--- src/rtl/rxaf_pkg.sv ---
package rxaf_pkg;

    localparam int MAC_W   = 48;
    localparam int HASH_W  = 6;
    localparam int HASH_N  = 1 << HASH_W;
    localparam int CRC_W   = 32;
    localparam logic [CRC_W-1:0] CRC_POLY_REFL = 32'hEDB8_8320;

    typedef struct packed {
        logic rx_all;
        logic promisc;
        logic bcast_block;
        logic mcast_all;
        logic da_invert;
        logic sa_drop;
        logic sa_invert;
        logic hash_or_exact;
        logic hash_ucast;
        logic hash_mcast;
    } rxaf_ctl_t;

    typedef struct packed {
        logic pass;
        logic da_fail;
        logic sa_fail;
    } rxaf_res_t;

    typedef struct packed {
        logic      valid;
        rxaf_res_t res;
    } rxaf_state_t;

endpackage

--- src/rtl/rxaf_hash_index.sv ---
module rxaf_hash_index
    import rxaf_pkg::*;
(
    input  logic [MAC_W-1:0]  da_i,
    output logic [HASH_W-1:0] idx_o
);

    logic [CRC_W-1:0] crc_reg;
    logic [CRC_W-1:0] crc_fin;

    // Reflected serial CRC over the DA, first wire bit first.
    always_comb begin
        logic fb;
        crc_reg = '1;
        for (int b = 0; b < MAC_W; b++) begin
            fb      = crc_reg[0] ^ da_i[b];
            crc_reg = {1'b0, crc_reg[CRC_W-1:1]} ^ (fb ? CRC_POLY_REFL : '0);
        end
    end

    assign crc_fin = ~crc_reg;

    // Bit-reversed top bits of the conventional CRC.
    for (genvar k = 0; k < HASH_W; k++) begin : g_idx
        assign idx_o[HASH_W-1-k] = crc_fin[k];
    end

endmodule

--- src/rtl/rxaf_slot_match.sv ---
module rxaf_slot_match
    import rxaf_pkg::*;
#(
    parameter int NUM_SLOTS = 4
) (
    input  logic [MAC_W-1:0]           da_i,
    input  logic [MAC_W-1:0]           sa_i,
    input  logic [NUM_SLOTS*MAC_W-1:0] slot_addr_i,
    input  logic [NUM_SLOTS-1:0]       slot_en_i,
    input  logic [NUM_SLOTS-1:0]       slot_is_sa_i,
    output logic                       da_hit_o,
    output logic                       sa_hit_o
);

    logic [NUM_SLOTS-1:0] da_hits;
    logic [NUM_SLOTS-1:0] sa_hits;

    for (genvar s = 0; s < NUM_SLOTS; s++) begin : g_slot
        logic [MAC_W-1:0] ref_addr;
        assign ref_addr   = slot_addr_i[s*MAC_W +: MAC_W];
        assign da_hits[s] = slot_en_i[s] & ~slot_is_sa_i[s] & (ref_addr == da_i);
        assign sa_hits[s] = slot_en_i[s] &  slot_is_sa_i[s] & (ref_addr == sa_i);
    end

    assign da_hit_o = |da_hits;
    assign sa_hit_o = |sa_hits;

endmodule

--- src/rtl/rxaf_decide.sv ---
module rxaf_decide
    import rxaf_pkg::*;
(
    input  rxaf_ctl_t         ctl_i,
    input  logic [MAC_W-1:0]  da_i,
    input  logic              da_exact_i,
    input  logic              sa_exact_i,
    input  logic              hash_hit_i,
    output rxaf_res_t         res_o
);

    logic is_bcast;
    logic is_mcast;
    logic hash_sel;
    logic da_match;
    logic da_ok;
    logic sa_bad;
    logic filt_ok;

    always_comb begin
        is_bcast = &da_i;
        is_mcast = da_i[0] & ~is_bcast;
        hash_sel = is_mcast ? ctl_i.hash_mcast : ctl_i.hash_ucast;

        if (hash_sel) begin
            da_match = ctl_i.hash_or_exact ? (hash_hit_i | da_exact_i) : hash_hit_i;
        end else begin
            da_match = da_exact_i;
        end

        if (is_bcast) begin
            da_ok = 1'b1;
        end else if (is_mcast && ctl_i.mcast_all) begin
            da_ok = 1'b1;
        end else begin
            da_ok = da_match ^ ctl_i.da_invert;
        end

        sa_bad  = ctl_i.sa_invert ? sa_exact_i : ~sa_exact_i;
        filt_ok = da_ok & ~(ctl_i.sa_drop & sa_bad);

        res_o.da_fail = ~da_ok;
        res_o.sa_fail = sa_bad;
        res_o.pass    = filt_ok;

        if (ctl_i.promisc) begin
            res_o.da_fail = 1'b0;
            res_o.sa_fail = 1'b0;
            res_o.pass    = 1'b1;
        end else if (ctl_i.rx_all) begin
            res_o.pass    = 1'b1;
        end

        if (is_bcast && ctl_i.bcast_block) begin
            res_o.pass = 1'b0;
        end
    end

endmodule

--- src/rtl/rx_addr_filter.sv ---
module rx_addr_filter
    import rxaf_pkg::*;
#(
    parameter int NUM_SLOTS = 4
) (
    input  logic                       clk,
    input  logic                       rst_n,
    input  logic                       frm_valid_i,
    input  logic [47:0]                da_i,
    input  logic [47:0]                sa_i,
    input  logic                       rx_all_i,
    input  logic                       promisc_i,
    input  logic                       bcast_block_i,
    input  logic                       mcast_all_i,
    input  logic                       da_invert_i,
    input  logic                       sa_drop_i,
    input  logic                       sa_invert_i,
    input  logic                       hash_or_exact_i,
    input  logic                       hash_ucast_i,
    input  logic                       hash_mcast_i,
    input  logic [NUM_SLOTS*48-1:0]    slot_addr_i,
    input  logic [NUM_SLOTS-1:0]       slot_en_i,
    input  logic [NUM_SLOTS-1:0]       slot_is_sa_i,
    input  logic [63:0]                hash_tbl_i,
    output logic                       res_valid_o,
    output logic                       pass_o,
    output logic                       da_fail_o,
    output logic                       sa_fail_o
);

    rxaf_ctl_t         ctl;
    logic [HASH_W-1:0] hash_idx;
    logic              hash_hit;
    logic              da_exact;
    logic              sa_exact;
    rxaf_res_t         verdict;
    rxaf_state_t       st_d;
    rxaf_state_t       st_q;

    assign ctl = '{rx_all:        rx_all_i,
                   promisc:       promisc_i,
                   bcast_block:   bcast_block_i,
                   mcast_all:     mcast_all_i,
                   da_invert:     da_invert_i,
                   sa_drop:       sa_drop_i,
                   sa_invert:     sa_invert_i,
                   hash_or_exact: hash_or_exact_i,
                   hash_ucast:    hash_ucast_i,
                   hash_mcast:    hash_mcast_i};

    rxaf_hash_index u_hash (
        .da_i  (da_i),
        .idx_o (hash_idx)
    );

    assign hash_hit = hash_tbl_i[hash_idx];

    rxaf_slot_match #(.NUM_SLOTS(NUM_SLOTS)) u_slots (
        .da_i         (da_i),
        .sa_i         (sa_i),
        .slot_addr_i  (slot_addr_i),
        .slot_en_i    (slot_en_i),
        .slot_is_sa_i (slot_is_sa_i),
        .da_hit_o     (da_exact),
        .sa_hit_o     (sa_exact)
    );

    rxaf_decide u_decide (
        .ctl_i      (ctl),
        .da_i       (da_i),
        .da_exact_i (da_exact),
        .sa_exact_i (sa_exact),
        .hash_hit_i (hash_hit),
        .res_o      (verdict)
    );

    always_comb begin
        st_d       = st_q;
        st_d.valid = frm_valid_i;
        if (frm_valid_i) begin
            st_d.res = verdict;
        end
    end

    always_ff @(posedge clk or negedge rst_n) begin
        if (!rst_n) begin
            st_q <= '0;
        end else begin
            st_q <= st_d;
        end
    end

    assign res_valid_o = st_q.valid;
    assign pass_o      = st_q.res.pass;
    assign da_fail_o   = st_q.res.da_fail;
    assign sa_fail_o   = st_q.res.sa_fail;

    assert_strobe_follow_R2: assert property (@(posedge clk) disable iff (!rst_n)
        frm_valid_i |=> res_valid_o);

    assert_quiet_hold_R2: assert property (@(posedge clk) disable iff (!rst_n)
        !frm_valid_i |=> (!res_valid_o && $stable(pass_o) && $stable(da_fail_o) && $stable(sa_fail_o)));

    assert_bcast_drop_R7: assert property (@(posedge clk) disable iff (!rst_n)
        (frm_valid_i && bcast_block_i && (&da_i)) |=> !pass_o);

    assert_promisc_clear_R11: assert property (@(posedge clk) disable iff (!rst_n)
        (frm_valid_i && promisc_i && !(bcast_block_i && (&da_i))) |=> (pass_o && !da_fail_o && !sa_fail_o));

    assert_rx_all_pass_R10: assert property (@(posedge clk) disable iff (!rst_n)
        (frm_valid_i && rx_all_i && !(bcast_block_i && (&da_i))) |=> pass_o);

    assert_sa_drop_R9: assert property (@(posedge clk) disable iff (!rst_n)
        (frm_valid_i && sa_drop_i && !rx_all_i && !promisc_i) |=> (!sa_fail_o || !pass_o));

    assert_dafail_drop_R4: assert property (@(posedge clk) disable iff (!rst_n)
        (frm_valid_i && !rx_all_i && !promisc_i) |=> (!da_fail_o || !pass_o));

endmodule

--- config.mk ---
export PLATFORM = sky130hd
export DESIGN_NAME = rx_addr_filter
export DESIGN_NICKNAME = d
export VERILOG_FILES = /design/src/rtl/rxaf_pkg.sv /design/src/rtl/rxaf_hash_index.sv /design/src/rtl/rxaf_slot_match.sv /design/src/rtl/rxaf_decide.sv /design/src/rtl/rx_addr_filter.sv
export SDC_FILE = /design/constraint.sdc
export NUM_CORES = 1
export LEC_CHECK = 0
export ABC_AREA = 1
export BUFFER_PORTS_ARGS = -buffer_cell sky130_fd_sc_hd__buf_4
export CORE_MARGIN = 5
export CORE_UTILIZATION = 45
export DETAILED_ROUTE_END_ITERATION = 8
export PLACE_DENSITY = 0.72
export SLEW_MARGIN = 20
export SYNTH_ARGS = -nofsm -noshare
export SYNTH_HDL_FRONTEND = slang
export SYNTH_SLANG_ARGS = --single-unit
--- constraint.sdc ---
create_clock -name clk -period 0.8 [get_ports clk]
set_input_delay 0.12 -clock clk [delete_from_list [all_inputs] [get_ports clk]]
set_output_delay 0.12 -clock clk [all_outputs]
set_load 0.01 [all_outputs]
==> results.yml, run 1 <==
die:
  io_pins: 377
  die_w_microns: 174
  core.rowCount: 60
  start_util_pct: 45.3
  die_y_microns: 174
clocking:
  numCtsBuffers: 3
  htree_num_levels: 1
  root_buffer: "clkbuf_16"
  cts_sinks: 4
  clockBufferDepth: 2
synthesis:
  synth_nets: 2729
  yosysMostFrequentCell: "nand2_1"
  synth_ff_type: "dfrtp_1"
  ys_ff_latch: 4
  async_reset_ff_share_pct: 100
  synth_edf_count: 0
  yosysWarnings: 0
  ys_seq_area_share_pct: 0.824
  post_synth_num_cell_types: 49
  synth_top_cell_area_share_pct: 27.4
  synthCells: 2353
  syn_area_sq_mm: 0.0122
  synth_top_cell_by_area: "nand2_1"
  yosys-top-cells-count: "nand2_1, nand3_1, inv_1, o22ai_1, xor2_1"
  syn_avg_cell_area_sq_um: 5.16
  synth.area.top_cells: "nand2_1, nand3_1, xor2_1"
grt:
  grt_max_degree: 28
  grt_usage_pct: 68.5
  gr-total-overflow: 159
timing:
  endpoint_type: "register data pin"
  crit_endpoint: "pass_o$_DFFE_PN0P_/D"
placement:
  port_buffers: 376
  dp_hpwl_microns: 70500
  gp_congestion: 1.46
status:
  error_line: "[ERROR GRT-0232] Routing congestion too high. Check the congestion heatmap in the GUI."
  stop_stage: "global routing (5_1_grt)"
  status: "aborted with a tool error"
==> through the flow <==
step                util [%]  instance area (sq um)  setup TNS [ns]  setup WS (ns)  instances
detailed placement      71.8                  19200           -9.23          -3.88       3526
CTS                     76.1                  20400           -8.20          -3.42       3567
floorplan                  -                  12300           -6.94          -3.08       2353
global placement        71.8                  19200           -8.74          -3.63       3526
==> cell families after synthesis <==
family	count (synthesis)	share of synthesized area, %
DFF	4	0.824
AOI/OAI and AO/OA	276	14.7
adders and majority gates	3	0.309
xor gates and xnor gates	168	12.3
buffers and inverters	364	12.3
and+or+nand+nor	1538	59.6
==> timing repair <==
action                     in CTS
hold buffers                    1
hold endpoints to repair        4
pin swaps                      80
gates cloned                    4
setup buffers                  33
resized for setup             183
setup endpoints to repair       7
==> layer usage <==
layer,GRT overflow,GRT usage (%)
met1,4,68.5
met2,93,87.5
met3,2,50.8
met4,60,67.4
met5,0,16.2
==> inputs of run 2 (changes only) <==
--- a/config.mk
+++ b/config.mk
@@ -8,9 +8,9 @@
 export ABC_AREA = 1
 export BUFFER_PORTS_ARGS = -buffer_cell sky130_fd_sc_hd__buf_4
 export CORE_MARGIN = 5
-export CORE_UTILIZATION = 45
+export CORE_UTILIZATION = 30
 export DETAILED_ROUTE_END_ITERATION = 8
-export PLACE_DENSITY = 0.72
+export PLACE_DENSITY_LB_ADDON = 0.15
 export SLEW_MARGIN = 20
 export SYNTH_ARGS = -nofsm -noshare
 export SYNTH_HDL_FRONTEND = slang
==> run 2 against run 1 <==
  * The flow now finishes, with violations (negative setup slack)
  * Synthesized cell count stayed put
  * Synthesized area unchanged
==> results.yml, run 2 <==
synthesis:
  synthCells: 2353
  yosys-top-cells-count: "nand2_1, nand3_1, inv_1, o22ai_1, xor2_1"
  synth_ff_type: "dfrtp_1"
  yosysMostFrequentCell: "nand2_1"
  ys_ff_latch: 4
  ys_seq_area_share_pct: 0.824
  async_reset_ff_share_pct: 100
  syn_area_sq_mm: 0.0122
  post_synth_num_cell_types: 49
  synth_edf_count: 0
  synth_top_cell_by_area: "nand2_1"
  synth_nets: 2729
  syn_avg_cell_area_sq_um: 5.16
  synth_top_cell_area_share_pct: 27.4
  synth.area.top_cells: "nand2_1, nand3_1, xor2_1"
  yosysWarnings: 0
cells_and_area:
  fin_area_sq_mm: 0.0227
  final_core_util_pct: 56.9
  drive_gt1_share_pct: 45.8
  nFillCells: 3877
  final_nets: 3774
  final_cell_mix: "buf_4, nand2_1, inv_1"
  layout_commonest_cell: "buf_4"
  area_growth_pct: 86.9
  instances_no_fill: 3922
setup_path:
  worst_setup_path_start_kind: "input port"
  r2r_cells: 3
  r2r_start: "da_fail_o"
  worstPathRequired_ns: 0.91
  cp.arrival_ns: 4.56
  slowest_delay_ns: 0.32
  endpoint_kind: "register"
  slowest_stage: "ha_4"
  crit_type: "input port to register"
  crit_top_cell: "nand2_1"
  cp_max_fo: 7
  r2r-end: "da_fail_o"
  worstSetupEndpoint: "pass_o"
  rrSetupSlack_ns: 0
  startpoint: "da_i[2]"
placement:
  dp_hpwl_microns: 91700
  port_buffers: 376
  dp.cells: 3850
  post-place-ws_ns: -3.99
  gp_congestion: 1.19
  placed_area_sq_mm: 0.0205
die:
  die_w_microns: 211
  core.rowCount: 73
  start_util_pct: 30.4
  die_y_microns: 211
  io_pins: 377
  die-area_sq_mm: 0.0446
  core_sq_mm: 0.0399
grt:
  grt_pass1_wl_microns: 149000
  grt_max_degree: 15
  antenna_found_initial: 6
  gr-total-overflow: 0
  grt_usage_pct: 45.6
  grt_pass1_vias: 22595
clocking:
  root_buffer: "clkbuf_16"
  htree_num_levels: 1
  cts.reportedPaths.clkPinSlew_ns: 0.03
  numCtsBuffers: 3
  cts_tree: "yes"
  cts_sinks: 4
  clockBufferDepth: 2
  insertion_delay_ns: 0.22
timing:
  finalSetupViolCount: 7
  fin_crit_ns: 4.45
  post-route-period-util_pct: 556
  skew_ns: 0
  max_freq_mhz: 225
  fin_tns_setup_ns: -8.96
  rsz0062_at_grt: "true"
  worstMarginPinSlew_ns: 0.733
  max_slew_margin_pct: 51.0
  drv_slew: 0
  holdWs_ns: 0.0162
  finalHoldViolCount: 0
  setup_ws_ns: -3.65
pwr:
  p_leak_nw: 12.5
  ir_drop_uv: 6820
  power_mw: 93.5
  powerDensity_mw_per_mm2: 4120
min_path:
  hold_class: "input port to register"
  min_from: "frm_valid_i"
detailed_routing:
  dr.first_iter.drc_count: 3188
  vias: 22933
  via_per_inst: 5.85
  drc: 0
  wl_per_cell_microns: 27.7
  totalWireLength_microns: 108000
  first_pass_iters: 8
  ant_nets: 0
status:
  status: "finished, violations left"
  violations: "negative setup slack"
job:
  drv_cap: 0
-- run 2: repair_timing --
action | 4_1_cts | 5_1_grt
buffers inserted | 47 | 11
endpoints found under the setup margin | 7 | 7
gates cloned | 8 | 1
hold buffers | 1 | 0
endpoints found under the hold margin | 4 | 0
gates resized for setup | 265 | 111
pin swaps | 106 | 85
-- run 2: how the worst min path moves through the flow --
| stage | to | slack (ns) | depth (start not counted) |
|---|---|---|---|
| final | res_valid_o | 0.02 | 1 |
| after global routing | res_valid_o | 0.02 | 1 |
| after CTS | res_valid_o | 0.01 | 1 |
| after detailed placement | pass_o | -0.08 | 1 |
| after global placement | res_valid_o | -0.08 | 1 |
| after floorplan | da_fail_o | -0.18 | 0 |
-- run 2: metal layers --
layer  GRT usage, %  routed length, microns  vias up
met5              0                      57        -
met4           35.3                   11400       10
met3           10.7                   11500      537
met2           72.7                   47000     1764
met1           52.6                   38500    10625
li1               -                       -     9997
-- run 2: final cells by class --
class | count | area [sq um] | share of cell area, %
Multi-Input combinational cell | 1994 | 12200 | 53.7
Inverter | 315 | 1260 | 5.56
Timing Repair Buffer | 1080 | 8430 | 37.1
Clock buffer | 3 | 75.1 | 0.330
Sequential cell | 4 | 100 | 0.441
Antenna cell | 1 | 2.50 | 0.0110
Tap cell | 525 | 657 | 2.89
-- run 2: cell families after synthesis --
logic type	Yosys count	share of synthesized area [%]
adder cells (fa/ha/maj)	3	0.309
XOR/XNOR	168	12.3
AND/OR/NAND/NOR	1538	59.6
AO/OA/AOI/OAI	276	14.7
buffers and inverters	364	12.3
flip-flops	4	0.824
-- run 2: power by group --
part           switching, mW  leakage, nW  total [mW]  internal (mW)
logic                   56.5         12.4        92.5           35.9
clock network          0.152       0.0370       0.792          0.640
registers             0.0361       0.0490       0.280          0.243
total                   56.7         12.5        93.5           36.8
-- run 2: critical path: cells and delay by family --
kind	cells	cell delay [ns]
buffers and inverters	7	0.79
AND/OR/NAND/NOR	35	3.00
adder cells (fa/ha/maj)	1	0.32
XOR/XNOR	1	0.31
Note: power is estimated with default switching activity, not from simulation.
==> inputs of run 3 (changes only) <==
--- a/config.mk
+++ b/config.mk
@@ -11,6 +11,7 @@
 export CORE_UTILIZATION = 30
 export DETAILED_ROUTE_END_ITERATION = 8
 export PLACE_DENSITY_LB_ADDON = 0.15
+export SKIP_LAST_GASP = 1
 export SLEW_MARGIN = 20
 export SYNTH_ARGS = -nofsm -noshare
 export SYNTH_HDL_FRONTEND = slang
==> constraint.sdc (replaced) <==
create_clock -name clk -period 0.8 [get_ports clk]
set_input_delay 0.08 -clock clk [delete_from_list [all_inputs] [get_ports clk]]
set_output_delay 0.08 -clock clk [all_outputs]
set_load 0.01 [all_outputs]
==> run 3 against run 2 <==
  * The run still ends with negative setup slack left
  * Core utilization rose by 2.7 points
  * First-iteration DRC count rose by 5.0%
  * Worst hold slack improved by 0.14 ns
  * Critical path depth fell by 1
  * Register-to-register slack improved by 0.09 ns
  * Maximum frequency fell by 1.0%
  * Global-route usage rose by 1.4 points
  * Flip-flop and latch count did not move
  * Sequential share of layout area barely moved
  * Wire length rose by 2.8%
  * Setup slack got worse by 0.045 ns
  * Critical path type unchanged
  * Critical endpoint unchanged
  * Largest power group unchanged
==> results.yml, run 3 (synthesis results as in run 2) <==
status:
  status: "finished, violations left"
  violations: "negative setup slack"
timing:
  rsz0062_at_grt: "true"
  finalHoldViolCount: 0
  holdWs_ns: 0.159
  fin_crit_ns: 4.49
  max_freq_mhz: 223
  post-route-period-util_pct: 561
  setup_ws_ns: -3.69
  max_slew_margin_pct: 39.5
  finalSetupViolCount: 7
  skew_ns: 0
  worstMarginPinSlew_ns: 0.908
  drv_slew: 0
detailed_routing:
  via_per_inst: 5.90
  wl_per_cell_microns: 28.3
  dr.first_iter.drc_count: 3346
  ant_nets: 0
  wl_met3_microns: 12500
  first_pass_iters: 7
  drc: 0
  vias: 23219
  totalWireLength_microns: 112000
  top_layer: "met5"
  wl_met2_microns: 48500
  wirelength_met1_microns: 39000
pwr:
  power_mw: 102
  ir_drop_uv: 7080
  p_leak_nw: 12.9
  powerDensity_mw_per_mm2: 4280
setup_path:
  crit_top_cell: "nand2_1"
  slowest_stage: "ha_4"
  cp.arrival_ns: 4.60
  worstPathRequired_ns: 0.91
  cp_max_fo: 7
  rrSetupSlack_ns: 0.09
  slowest_delay_ns: 0.33
  crit_type: "input port to register"
  worst_setup_path_start_kind: "input port"
  cp_top_family: "simple AND/OR/NAND/NOR gates"
  endpoint_kind: "register"
  crit_buf_inv: 7
placement:
  placed_area_sq_mm: 0.0205
  port_buffers: 376
  dp_hpwl_microns: 91900
  gp_congestion: 1.23
cells_and_area:
  drive_gt1_share_pct: 49.8
  fin_area_sq_mm: 0.0238
  final_nets: 3786
  layout_commonest_cell: "buf_4"
  nFillCells: 3665
  final_cell_mix: "buf_4, nand2_1, inv_1"
  final_core_util_pct: 59.6
  ff_latch_area_sq_um: 100
  multiInputGateArea_sq_mm: 0.0131
  area_growth_pct: 95.7
job:
  drv_cap: 0
grt:
  grt_pass1_vias: 23190
  grt_pass1_wl_microns: 154000
  antenna_found_initial: 6
  grt_usage_pct: 47.0
  grt_max_degree: 15
  gr-total-overflow: 0
clocking:
  cts_sinks: 4
  root_buffer: "clkbuf_16"
  htree_num_levels: 1
  cts.reportedPaths.clkPinSlew_ns: 0.03
  numCtsBuffers: 3
  clockBufferDepth: 2
  cts_tree: "yes"
  insertion_delay_ns: 0.23
die:
  core.rowCount: 73
  die-area_sq_mm: 0.0446
  core_sq_mm: 0.0399
  start_util_pct: 30.4
  die_w_microns: 211
  io_pins: 377
  die_y_microns: 211
min_path:
  hold_class: "input port to register"
-- run 3: cell types whose count changed in the layout (fill, tap and decap cells not counted), sizes merged --
| cell | delta |
|---|---|
| dlygate4sd3 | +1 |
| nand2 | -1 |
| clkinv | +2 |
| inv | -2 |
| buf | +12 |
| diode | +3 |
-- run 3: final timing paths --
path | endpoint | cells after the start | startpoint
max | pass_o | 43 | da_i[2]
min | pass_o | 5 | rx_all_i
max reg2reg | sa_fail_o | 2 | sa_fail_o
min reg2reg | pass_o | 2 | pass_o
max in group asynchronous | pass_o | 2 | rst_n
min in group asynchronous | sa_fail_o | 2 | rst_n
-- run 3: report_power, final --
group          internal (mW)  switching (mW)  leakage [nW]
clock                  0.639           0.148        0.0370
combinational           39.0            61.7          12.8
sequential             0.245          0.0321        0.0490
total                   39.9            61.9          12.9
-- run 3: final cells by class --
cell class	count	share of cell area (%)
multi-input combinational	1993	55.0
antenna	4	0.0421
tap	525	2.76
timing repair buffer	1093	36.0
clock buffer	3	0.316
inverter	315	5.45
sequential	4	0.421
-- run 3: routing by layer --
layer	track usage [%]	up-vias
met5	0	-
met4	35.4	6
met3	12.6	561
met2	74.7	1825
met1	53.8	10826
li1	-	10001
-- run 3: stage by stage --
step / setup TNS (ns) / worst slack (ns) / instances
floorplan: -6.82 / -3.04 / 2353
global route: -9.61 / -3.96 / 3934
CTS: -8.13 / -3.31 / 3913
global placement: -9.45 / -3.82 / 3849
finish: -8.86 / -3.69 / 3937
detailed placement: -9.79 / -3.95 / 3849
-- run 3: worst reg2reg max path: cells and delay by family, from the launching register on --
kind,cells,cell delay (ns)
compound gates,1,0.08
simple gates,1,0.12
flops,1,0.39
-- run 3: what timing repair did --
item	4_1_cts	5_1_grt
endpoints found under the setup margin	7	7
buffers inserted	51	19
hold buffers	2	0
pin swaps	185	133
cloned	8	1
endpoints found under the hold margin	5	0
gates resized for setup	444	163
